`config.mk`:
```
export PLATFORM = sky130hd
export DESIGN_NAME = tod_bcd_counter
export DESIGN_NICKNAME = d
export VERILOG_FILES = /design/src/rtl/tod_pkg.sv /design/src/rtl/tod_field_guard.sv /design/src/rtl/tod_field_counter.sv /design/src/rtl/tod_bcd_counter.sv
export SDC_FILE = /design/constraint.sdc
export NUM_CORES = 1
export LEC_CHECK = 0
export ABC_AREA = 1
export BUFFER_PORTS_ARGS = -buffer_cell sky130_fd_sc_hd__buf_2
export CAP_MARGIN = 20
export CELL_PAD_IN_SITES_DETAIL_PLACEMENT = 0
export CELL_PAD_IN_SITES_GLOBAL_PLACEMENT = 1
export CORE_UTILIZATION = 37
export DETAILED_ROUTE_END_ITERATION = 10
export PLACE_DENSITY = 0.81
export SYNTH_ARGS = -nofsm -noshare
export SYNTH_HDL_FRONTEND = slang
export SYNTH_SLANG_ARGS = --single-unit
```
`constraint.sdc`:
```
create_clock -name clk -period 1.6 [get_ports clk]
set_input_delay 0 -clock clk [delete_from_list [all_inputs] [get_ports clk]]
set_output_delay 0 -clock clk [all_outputs]
set_load 0.01 [all_outputs]
```
`src/rtl/tod_pkg.sv`:
```
package tod_pkg;
  localparam int FIELDS  = 3;
  localparam int DIGIT_W = 4;
  localparam int FIELD_W = 2 * DIGIT_W;
  localparam int TIME_W  = 22;

  typedef logic [FIELD_W-1:0] bcd_pair_t;

  // per-field limits and placement: index 0 seconds, 1 minutes, 2 hours
  localparam bcd_pair_t FIELD_LIMIT [FIELDS] = '{8'h59, 8'h59, 8'h23};
  localparam int        FIELD_LSB   [FIELDS] = '{0, 8, 16};
  localparam int        FIELD_BITS  [FIELDS] = '{8, 8, 6};

  localparam logic [DIGIT_W-1:0] DIGIT_MAX = DIGIT_W'(9);

  function automatic bcd_pair_t bcd_next(input bcd_pair_t v);
    logic [DIGIT_W-1:0] lo, hi;
    lo = v[DIGIT_W-1:0];
    hi = v[FIELD_W-1:DIGIT_W];
    if (lo == DIGIT_MAX) return {hi + DIGIT_W'(1), {DIGIT_W{1'b0}}};
    return {hi, lo + DIGIT_W'(1)};
  endfunction
endpackage

```
`src/rtl/tod_field_guard.sv`:
```
module tod_field_guard
  import tod_pkg::*;
#(
  parameter bcd_pair_t LIMIT = 8'h59
) (
  input  bcd_pair_t cand,
  output logic      legal
);
  logic lo_ok, range_ok;

  always_comb begin
    lo_ok    = (cand[DIGIT_W-1:0] <= DIGIT_MAX);
    range_ok = (cand <= LIMIT);
    legal    = lo_ok && range_ok;
  end
endmodule

```
`src/rtl/tod_field_counter.sv`:
```
module tod_field_counter
  import tod_pkg::*;
#(
  parameter bcd_pair_t LIMIT = 8'h59
) (
  input  logic      clk,
  input  logic      rst_n,
  input  logic      load,
  input  bcd_pair_t load_val,
  input  logic      step,
  output bcd_pair_t value,
  output logic      at_limit,
  output logic      carry
);
  bcd_pair_t value_q;

  always_ff @(posedge clk or negedge rst_n) begin
    if (!rst_n)        value_q <= '0;
    else if (load)     value_q <= load_val;
    else if (step)     value_q <= at_limit ? '0 : bcd_next(value_q);
  end

  assign value    = value_q;
  assign at_limit = (value_q == LIMIT);
  assign carry    = step && at_limit && !load;

  // field digits always legal for its range
  p_field_legal_r5: assert property (@(posedge clk) disable iff (!rst_n)
    (value_q[DIGIT_W-1:0] <= DIGIT_MAX) && (value_q <= LIMIT));

  // idle field holds
  p_field_hold_r2: assert property (@(posedge clk) disable iff (!rst_n)
    (!load && !step) |=> $stable(value_q));

  // wrap to zero after limit
  p_field_wrap_r3: assert property (@(posedge clk) disable iff (!rst_n)
    (step && !load && at_limit) |=> (value_q == '0));
endmodule

```
`src/rtl/tod_bcd_counter.sv`:
```
module tod_bcd_counter
  import tod_pkg::*;
(
  input  logic              clk,
  input  logic              rst_n,
  input  logic              sec_tick,
  input  logic              wr_en,
  input  logic [FIELDS-1:0] wr_field_en,
  input  logic [TIME_W-1:0] wr_time,
  output logic [TIME_W-1:0] time_now,
  output logic              day_last
);
  logic [FIELDS-1:0] step, carry, at_lim, legal, load;

  // a write in this cycle drops the strobe
  assign step[0] = sec_tick && !wr_en;

  for (genvar g = 0; g < FIELDS; g++) begin : g_field
    localparam int LSB  = FIELD_LSB[g];
    localparam int BITS = FIELD_BITS[g];
    logic [BITS-1:0] raw;
    bcd_pair_t       cand, value;

    assign raw  = wr_time[LSB +: BITS];
    assign cand = FIELD_W'(raw);

    tod_field_guard #(.LIMIT(FIELD_LIMIT[g])) u_guard (
      .cand  (cand),
      .legal (legal[g])
    );

    assign load[g] = wr_en && wr_field_en[g] && legal[g];

    if (g > 0) begin : g_chain
      assign step[g] = carry[g-1];
    end

    tod_field_counter #(.LIMIT(FIELD_LIMIT[g])) u_cnt (
      .clk      (clk),
      .rst_n    (rst_n),
      .load     (load[g]),
      .load_val (cand),
      .step     (step[g]),
      .value    (value),
      .at_limit (at_lim[g]),
      .carry    (carry[g])
    );

    assign time_now[LSB +: BITS] = value[BITS-1:0];

    if (BITS < FIELD_W) begin : g_narrow
      p_upper_zero_r10: assert property (@(posedge clk) disable iff (!rst_n)
        value[FIELD_W-1:BITS] == '0);
    end
  end

  assign day_last = &at_lim;

  // full-day wrap returns to midnight
  p_day_wrap_r4: assert property (@(posedge clk) disable iff (!rst_n)
    carry[FIELDS-1] |=> (time_now == '0));

  p_day_last_r9: assert property (@(posedge clk) disable iff (!rst_n)
    day_last |-> (time_now == 22'h235959));

  // unselected seconds do not move during a write
  p_write_wins_r8: assert property (@(posedge clk) disable iff (!rst_n)
    (wr_en && !wr_field_en[0]) |=> (time_now[7:0] == $past(time_now[7:0])));

  p_min_load_r7: assert property (@(posedge clk) disable iff (!rst_n)
    (wr_en && wr_field_en[1] && legal[1]) |=> (time_now[15:8] == $past(wr_time[15:8])));
endmodule

```
Word level (Yosys, flattened, before mapping) --
Index checks and enable logic that the tools add are counted.
Word-level totals: register bits 24, bits of input ports 29, output and inout bits 23, logic and storage cells 75
Operators by class: add/sub/neg operators 6, magnitude comparators 6, equality and inequality tests 6, mux-type cells 24, reductions and logical operators 27
Operators by type and width (count):
- 8-bit 2-to-1 mux | 15
- 4-bit by 1-bit adder with 4-bit output (second input constant) | 6
- 8-bit by 7-bit equality test with 1-bit output (second input constant) | 2
- 8-bit by 7-bit less-or-equal comparator with 1-bit output (second input constant) | 2
- 1-bit logical AND | 14
- 4-bit equality test (second input constant) | 3
- 4-bit less-or-equal comparator (second input constant) | 3
- 1-bit 2-to-1 mux | 9
- 3-bit nonzero test | 3
- 8-bit by 6-bit equality test with 1-bit output (second input constant) | 1
- 6-bit less-or-equal comparator (second input constant) | 1
- 2-bit AND reduction | 3
- 2-bit nonzero test | 3
- 1-bit logical NOT | 3
- 3-bit AND reduction | 1

Depth between registers and ports, before layout --
depth after elaboration 13, gate-level depth with buffers 10, gate-level depth less buffers 10

Hierarchy --
From an unflattened synthesis, not the netlist that was laid out.
Second synthesis, totals: cell total of the unflattened synthesis 283, area total of the unflattened synthesis 1924.3 um2
Modules (own cells, without submodules):
- tod_field_counter at g_field[2].u_cnt | times used 1, cells each 84, area an instance 614.3 um2, sequential area each 200.2 um2
- tod_field_counter at g_field[0].u_cnt | times used 1, cells each 82, area an instance 589.3 um2, sequential area each 200.2 um2
- tod_field_counter at g_field[1].u_cnt | times used 1, cells each 80, area an instance 579.3 um2, sequential area each 200.2 um2
- tod_bcd_counter | times used 1, cells each 15, area an instance 56.3 um2, sequential area each 0.0 um2
- tod_field_guard at g_field[0].u_guard ... | times used 2, cells each 7, area an instance 26.3 um2, sequential area each 0.0 um2
- tod_field_guard at g_field[2].u_guard | times used 1, cells each 8, area an instance 32.5 um2, sequential area each 0.0 um2

Worst setup path before layout --
Ideal clock, no wire load.
path kind reg-to-reg, start point register g_field[0].u_cnt.value_q[1], end point register g_field[1].u_cnt.value_q[3], library setup time 124 ps, arrival 1382 ps, data required time 1476 ps, slack 94 ps, cell stages (with the launch flop) 10, buffers on the path 0, clock period less this slack 1506 ps, cells stage by stage dfrtp_1 -> inv_1 -> ha_1 -> nand3_4 -> nor2_4 -> nand2_2 -> nand2_2 -> inv_1 -> nand2_1 -> nand3_1
Between the ends: longest elaborated chain between the ends 4
Ends and longest elaborated chain:
- from (decl) | line tod_field_counter.sv:15 | bcd_pair_t value_q;
- from (signal assigned) | line tod_field_counter.sv:19 | else if (load) value_q <= load_val;
- from (signal assigned) | line tod_field_counter.sv:20 | else if (step) value_q <= at_limit ? '0 : bcd_next(value_q);
- 8-bit by 7-bit equality test with 1-bit output | line tod_field_counter.sv:24 | assign at_limit = (value_q == LIMIT);
- 1-bit logical AND (2 in a row) | line tod_field_counter.sv:25 | assign carry = step && at_limit && !load;
- 2-bit nonzero test (no line)
- to (signal assigned) | line tod_field_counter.sv:19
- to (signal assigned) | line tod_field_counter.sv:20
- to (decl) | line tod_field_counter.sv:15
Every way passes these cells. A chain may end at the register's enable or synchronous reset.

Worst setup path after layout --
start point register g_field[0].u_cnt.value_q[1], end point output port day_last
Between the ends: longest elaborated chain between the ends 2
Ends and longest elaborated chain:
- 8-bit by 7-bit equality test with 1-bit output | line tod_field_counter.sv:24
- 3-bit AND reduction | line tod_bcd_counter.sv:57 | assign day_last = &at_lim;
- to (decl) | line tod_bcd_counter.sv:11 | output logic day_last
Every way passes these cells.

==> impl_results.md <==
* IO buf count at 51
* H-Tree Depth at 1
* Cell area after synthesis at roughly 2000 µm²
* Initial antenna violation count at 0
* GRT Residual Overflow at 0
* Clock share of power at 15.7%
* WL/cell at 11.3 µm
* DRC viols at 0
* Routed WL at ~4.8 mm
* Worst r2r dst: g_field[1].u_cnt.value[5]$_DFFE_PN0P_
* Routability cong. at 0.806
* Nets at 395
* Maximum VDD drop at 546 µV
* Pwr Density at slightly below 1000 nW/µm²
* Initial drt markers at 113
* CTS Buffer Depth at 2
* Post-layout minimum cycle time at 1540 ps
* Hold slack at 1.26 ps
* Synth warn at 0
* Crit path DAT at between 1500 and 2000 ps
* Comb power frac at ~50%
* Reg-to-reg startpoint: g_field[0].u_cnt.value[5]$_DFFE_PN0P_
* Sequential share of the synthesized area at between 30 and 40%
* Placed Instances at 408
* Syn Nets at 316
* Worst Setup Start Kind: flip-flop
* Layout area overhead at 35.2%
* Diode count at 0
* FF-to-FF path depth at 8
* Pin count of the biggest net entering global routing at 25
* Final hold violation count at 0
* Vias per inst at 4.74
* Top-area cell type share of the netlist area at 30.7%
* Max_cap viols at 0
* I/O pin count at 52
* Layout cells sized above 1 at 33.0%
* Commonest non-fill, non-tap cells in the layout: nand2_1, nand3_1, buf_2, buf_4, nor2_1
* Fmax at approximately 0.65 GHz
* Die area at 5580 µm²
* Finished Layout Cells at around 430
* Sequential power share at ~34%
* Yosys reg bits at 24
* Die extent in x at 74.7 µm
* RSZ-0062 raised after global routing: true
* Synth area leaders: dfrtp_1, nand2_1, nand3_1, ha_1, inv_1
* Vias at 2013
* CTS buffer count at 3
* Gr usage total at between 10% and 20%
* Final instance area at 2640 µm²
* Final Util at 51.7%
* Clk slew on worst S/H paths at ~90 ps
* Max reg flops at 24
* Avg Inst Size Synth at 7.06 µm²
* Initial Util at 38.3%
* Final setup fails at 0
* Count of cell types in the netlist at 26
* CTS Sinks at 24
* Worst endpoint required time at 1600 ps
* Leakage at 1.40 nW
* Die Y at 74.7 µm
* Final Total Pwr at 2.62 mW
* Core Region at 5110 µm²
* Cell Area, Placed at 2370 µm²
* TritonRoute pass-1 iters at 4
* Global-route wire length before repair at ~7.8 mm
* Root Driver: clkbuf_8
* Internal Power at 1.59 mW
* Placement Rows at 26
* Worst hold path class: input port to flip-flop
* Crit. End Element: output pin
* Largest area contributor in the netlist: dfrtp_1
* Top Metal Used: met4
* Commonest non-fill, non-tap cell in the layout: nand2_1
* Met3 wire len at 117 µm
* CTS tree: done
* WL met2 at about 2.4 mm
* Wire length on met1 at 2.23 mm
* Status: completed
* Register-to-Register Setup Slack at approximately 140 ps
* Sw Share at 39.4%
* Tightest Pin Transition at about 560 ps
* HPWL after DPL at 3.72 mm
* Clk_lat worst skew at 260 ps
* Kind of critical path: flip-flop to output pin
* Final Skew at 4.24 ps
* Slew HR at 62.5%
* Vias in the first global route at 1840
* Sw power at approximately 1.0 mW
* CP endpoint: day_last
* Post-route ant nets at 0
* Critical path origin: g_field[0].u_cnt.value[1]$_DFFE_PN0P_
* Cells after Synth at 277
* Crit path max fanout at 5
* Slew Viols, Final at 0
* Final period utilization at 96.2%
[layer usage]
metal  track usage, %  up-vias
li1                 -     1054
met1             23.6      924
met2             31.9       31
met3             2.28        4
met4             4.82        0
met5                0        -
[repair_timing]
| item | 4_1_cts | 5_1_grt |
|---|---|---|
| resized for setup | 13 | 11 |
| setup endpoints to repair | 1 | 5 |
| buffers inserted | 6 | 4 |
| pin swaps | 4 | 3 |
| hold buffers | 3 | 0 |
| endpoints found under the hold margin | 26 | 0 |
[cells in the mapped netlist (all sizes together)]
cell / n
ha: 10
inv: 28
nor3: 1
nor4: 1
dfrtp: 24
nor2: 30
nand3: 62
nand2: 83
nand3b: 3
xor2: 4
o211ai: 1
xnor2: 4
o21ai: 9
nand4: 7
buf: 9
and2: 1
[stage by stage]
stage,setup TNS [ps],setup slack (ps)
final,0,61.6
after global routing,-19.3,-19.3
after CTS,0,1.22
after detailed placement,0,103
after global placement,0,140
after floorplan,0,94.3
[power groups by stage]
| stage | logic (mW) | registers, mW | clock network (mW) |
|---|---|---|---|
| CTS | 1.24 | 0.891 | 0.422 |
| finish | 1.31 | 0.902 | 0.411 |
| detailed placement | 1.15 | 0.896 | 0 |
| global placement | 1.15 | 0.891 | 0 |
| global route | 1.49 | 0.923 | 0.460 |
| floorplan | 0.592 | 0.997 | 0 |
[logic make-up (layout without fill, tap and decap cells)]
family,Yosys count,count (layout),share of synthesized area (%)
compound gates,10,10,4.23
xor+xnor,8,8,3.58
fa+ha+maj,10,10,6.40
buf+inv,37,115,8.77
flops,24,24,30.7
simple gates,188,188,46.3
[cell type report]
class,instances,area (µm²)
Fill cell,542,2460
Multi-Input combinational cell,216,1280
Sequential cell,24,602
Timing Repair Buffer,83,510
Inverter,28,105
Tap cell,70,87.6
Clock buffer,4,55.1
[worst min path at each step]
stage	from	end	slack, ps	cells after the start
3_3_place_gp	rst_n	g_field[1].u_cnt.value[7]$_DFFE_PN0P_	30	1
5_1_grt	wr_time[17]	g_field[2].u_cnt.value[1]$_DFFE_PN0P_	8	3
6_report	wr_time[17]	g_field[2].u_cnt.value[1]$_DFFE_PN0P_	1	3
3_5_place_dp	rst_n	g_field[1].u_cnt.value[6]$_DFFE_PN0P_	30	1
4_1_cts	wr_time[17]	g_field[2].u_cnt.value[1]$_DFFE_PN0P_	2	3
2_1_floorplan	rst_n	g_field[0].u_cnt.value[0]$_DFFE_PN0P_	-300	0
[worst max-delay path, stage by stage, from the launching register on]
cell and delay (ps):
dfrtp_1 390, inv_2 70, ha_4 130, nand3_4 70, buf_6 160, nor4_4 270, buf_2 180
Power figures use the tool's default switching activity.
